<file path="src/rtl/spi_lane_monitor.sv">
module spi_lane_monitor #(
  parameter int BYTE_W = 8,
  parameter int DQ_W   = 4
) (
  input  logic              clk,
  input  logic              rst_n,
  input  logic              cfg_cpol,
  input  logic              cfg_cphase,
  input  logic [1:0]        cfg_lanes,
  input  logic              bus_csn,
  input  logic              bus_sck,
  input  logic [DQ_W-1:0]   bus_dq,
  output logic [BYTE_W-1:0] byte_data,
  output logic              byte_valid,
  output logic              cfg_mismatch
);
  localparam int CNT_W = $clog2(BYTE_W) + 1;

  logic [1:0]      csn_p, sck_p;
  logic [DQ_W-1:0] dq_a, dq_b;

  always_ff @(posedge clk) begin
    if (!rst_n) begin
      csn_p <= 2'b11;
      sck_p <= 2'b00;
      dq_a  <= '0;
      dq_b  <= '0;
    end else begin
      csn_p <= {csn_p[0], bus_csn};
      sck_p <= {sck_p[0], bus_sck};
      dq_a  <= bus_dq;
      dq_b  <= dq_a;
    end
  end

  wire csn_s   = csn_p[1];
  wire sck_s   = sck_p[1];
  wire smp_lvl = (cfg_cpol == cfg_cphase);

  logic              active, armed;
  logic [CNT_W-1:0]  cnt, step, cnt_sum;
  logic [BYTE_W-1:0] sh, sh_nxt;

  always_comb begin
    case (cfg_lanes)
      2'b00:   begin step = CNT_W'(1); sh_nxt = {sh[BYTE_W-2:0], dq_b[0]}; end
      2'b01:   begin step = CNT_W'(2); sh_nxt = {sh[BYTE_W-3:0], dq_b[1], dq_b[0]}; end
      default: begin step = CNT_W'(4); sh_nxt = {sh[BYTE_W-5:0], dq_b[3:0]}; end
    endcase
  end

  assign cnt_sum = cnt + step;
  wire capture = active && !csn_s && armed && (sck_s == smp_lvl);
  wire done    = capture && (cnt_sum == CNT_W'(BYTE_W));

  always_ff @(posedge clk) begin
    if (!rst_n) begin
      active       <= 1'b0;
      armed        <= 1'b0;
      cfg_mismatch <= 1'b0;
      cnt          <= '0;
      sh           <= '0;
      byte_data    <= '0;
      byte_valid   <= 1'b0;
    end else begin
      byte_valid <= 1'b0;
      if (csn_s) begin
        active       <= 1'b0;
        armed        <= 1'b0;
        cfg_mismatch <= 1'b0;
        cnt          <= '0;
        sh           <= '0;
      end else if (!active) begin
        active       <= 1'b1;
        armed        <= 1'b0;
        cfg_mismatch <= (sck_s != cfg_cpol);
        cnt          <= '0;
        sh           <= '0;
      end else if (capture) begin
        armed <= 1'b0;
        sh    <= sh_nxt;
        if (done) begin
          cnt        <= '0;
          byte_data  <= sh_nxt;
          byte_valid <= !cfg_mismatch;
        end else begin
          cnt <= cnt_sum;
        end
      end else if (sck_s != smp_lvl) begin
        armed <= 1'b1;
      end
    end
  end


  idle_quiet_chk: assert property (@(posedge clk) disable iff (!rst_n)
    csn_s |=> !byte_valid);

  mismatch_mute_chk: assert property (@(posedge clk) disable iff (!rst_n)
    cfg_mismatch |-> !byte_valid);

  mismatch_clear_chk: assert property (@(posedge clk) disable iff (!rst_n)
    csn_s |=> !cfg_mismatch);

  valid_pulse_chk: assert property (@(posedge clk) disable iff (!rst_n)
    byte_valid |=> !byte_valid);

  partial_drop_chk: assert property (@(posedge clk) disable iff (!rst_n)
    csn_s |=> (cnt == '0));
endmodule

</file>
<file path="config.mk">
export PLATFORM = sky130hd
export DESIGN_NAME = spi_lane_monitor
export DESIGN_NICKNAME = d
export VERILOG_FILES = /design/src/rtl/spi_lane_monitor.sv
export SDC_FILE = /design/constraint.sdc
export NUM_CORES = 1
export LEC_CHECK = 0
export BUFFER_PORTS_ARGS = -buffer_cell sky130_fd_sc_hd__clkbuf_2
export CELL_PAD_IN_SITES_DETAIL_PLACEMENT = 1
export CELL_PAD_IN_SITES_GLOBAL_PLACEMENT = 2
export CORE_MARGIN = 2
export CORE_UTILIZATION = 32
export DETAILED_ROUTE_END_ITERATION = 7
export MAX_ROUTING_LAYER = met4
export PLACE_DENSITY_LB_ADDON = 0.1
export SETUP_SLACK_MARGIN = 0.05
export SLEW_MARGIN = 20
export SYNTH_ARGS = -nofsm -noshare
export SYNTH_HDL_FRONTEND = slang
export SYNTH_SLANG_ARGS = --single-unit
</file>
<file path="constraint.sdc">
create_clock -name clk -period 2.39 [get_ports clk]
set_input_delay 0.478 -clock clk [delete_from_list [all_inputs] [get_ports clk]]
set_output_delay 0.478 -clock clk [all_outputs]
set_load 0.03 [all_outputs]
</file>
==> results.tsv <==
metric	value	unit
clock_skew	0.00887	ns
power	0.00109	W
synth_top_area_frac	0.454	
clock_latency	0.29	ns
grt_util_all_layers	0.150	
hp-start	bus_csn	
hpwl	2.50	mm
synthCells	148	
finalCriticalPeriod	2.09	ns
postCtsSetupBuffers	0	
grt_overflow	0	
setup_viol	0	
pin_count	22	
critPathCaptureType	flip-flop	
finalNetCount	191	
numCtsBuffers	5	
cts-resized-gates	0	
dp.cells	222	
grt_max_degree	27	
wire_per_inst	15.0	um
gp_congestion	0.697	
antenna_found_initial	0	
worstReg2RegStart	cnt[0]	
required	2.58	ns
drt_iter0_drc	15	
synth-seq-cells	35	
postLayoutCellArea	1810	um2
fp.dieH	73.4	um
synth_warnings	0	
syn_to_final_growth	17.5	%
min_period_over_period	0.875	
place_area	1730	um2
initial_utilization	0.329	
vias	1148	
htreeDepth	2	
drv_slew	0	
syn-num-nets	164	
ys_seq_area_frac	0.454	
root_buffer	clkbuf_8	
rsz0062_at_grt	false	
leakagePower	0.710	nW
stdcell_count	230	
final_common_cell	dfxtp_1	
relSlewSlack	0.697	
max-cap-violations	0	
p_per_area	599	nW/um2
fp.dieW	73.4	um
yosys-top-cells-area	dfxtp_1 (45%), mux2i_1 (10%), and2_1 (4.1%), o311a_1 (3.9%), nor2_1 (3.6%)	
syn_area	1540	um2
synth_cell_types	37	
io_buffers	21	
vias_per_cell	4.99	
antennaDiodeCount	0	
worstSetupPathType	in -> reg	
hold_viol_final	0	
worst_pin_slew	0.454	ns
core_area	4690	um2
cts_hold_buf	0	
final_antenna_net_count	0	
yosys.area.top_type	dfxtp_1	
max_freq	478	MHz
crit_start	cfg_lanes[1]	
std_cell_rows	25	
cts.path.max_buffers	2	
critical_path_arrival	2.28	ns
start_kind	input port	
cts.clk_slew.worst_paths	0.08	ns
hold_path.class	in -> reg	
wl	3.45	mm
cts.sinks	35	
grt_pass1_wl	5.84	mm
cts_tree	built	
ir_drop	235	uV
status	finished clean	
drive_gt1_frac	0.278	
cp_max_fo	9	
grt_pass1_vias	1179	
avgSynthCellArea	10.4	um2
die_area	5390	um2
route.detailed.drc	0	
drt_pass1_iterations	4	
layout_common_cells	dfxtp_1 (35), clkbuf_2 (21), mux2i_1 (16)	
## synth_stat cells
cell and count:
a21oi_2 1, a31o_1 6, nand4_1 1, nand3_1 2, fa_1 1, and3_1 1, nor2_1 15, a211oi_2 2
nor3_4 2, inv_1 1, o41ai_1 1, buf_2 2, clkbuf_1 5, buf_6 1, o21ai_1 1, a21o_1 1
nand2_1 11, o311ai_1 1, and2_4 1, buf_8 1, nor4_1 1, nand4_4 1, xnor2_1 1, dfxtp_1 35
xor3_2 1, inv_2 1, o311a_1 6, and3b_1 1, nor3_1 1, nand2b_1 3, xnor2_2 1, a21oi_1 3
o21ai_0 6, nor2b_1 1, and2_1 10, mux2i_1 16, ha_1 3
## critical path: stages
cell      delay [ns]
clkbuf_2        0.10
nor2_2          0.13
ha_2            0.20
fa_1            0.44
nor2_2          0.20
nand4_4         0.20
o311a_1         0.33
a31o_1          0.19
## path summary, 6_finish.rpt
| check | to | slack, ns | cells after the start |
|---|---|---|---|
| setup / recovery | byte_data[3] | 0.30 | 8 |
| hold / removal | csn_p[0] | 0.37 | 2 |
| setup reg to reg | byte_data[3] | 0.38 | 6 |
| hold reg to reg | csn_p[1] | 0.42 | 1 |
## through the flow
step                setup slack (ns)  hold WS (ns)   util  setup TNS, ns
finish                         0.298         0.372  0.386              0
global route                   0.183         0.358  0.386              0
CTS                            0.280         0.369  0.386              0
detailed placement           -0.0214         0.402  0.368        -0.0890
global placement              0.0267         0.393  0.368              0
floorplan                     0.0550         0.386      -              0
## power by group
| part | switching [W] | internal [W] |
|---|---|---|
| combinational | 0.0000339 | 0.0000309 |
| clock | 0.000222 | 0.000204 |
| sequential | 0.00000345 | 0.000593 |
| total | 0.000259 | 0.000828 |
## layer usage
metal / global-route usage / part of all wire / up-vias
met5: - / 0 / -
met4: 0.0545 / 0.0064 / 0
met1: 0.173 / 0.45 / 554
met2: 0.247 / 0.51 / 13
met3: 0.0453 / 0.028 / 2
li1: - / - / 579
## layout make-up
class / instances / area, um2
timing repair buffer: 29 / 165
clock inverter: 2 / 12.5
multi-input combinational: 102 / 787
sequential: 35 / 701
tap: 54 / 67.6
fill: 549 / 2880
clock buffer: 6 / 72.6
inverter: 2 / 7.51
## kinds of logic after synthesis
kind of cell,count (synthesis),share of synthesized area
AND/OR/NAND/NOR,51,0.188
flip-flops,35,0.454
AO/OA/AOI/OAI,28,0.144
multiplexers,16,0.104
buffers and inverters,11,0.0405
adder cells (fa/ha/maj),4,0.0373
XOR/XNOR,3,0.0324
## sequential cells by signal, summed over array words and instances (netlist names)
name,count
byte_data,8
dq_a,4
byte_valid,1
cfg_mismatch,1
armed,1
csn_p,2
sh,7
sck_p,2
dq_b,4
active,1
cnt,4
Note: power is estimated with default switching activity, not from simulation.
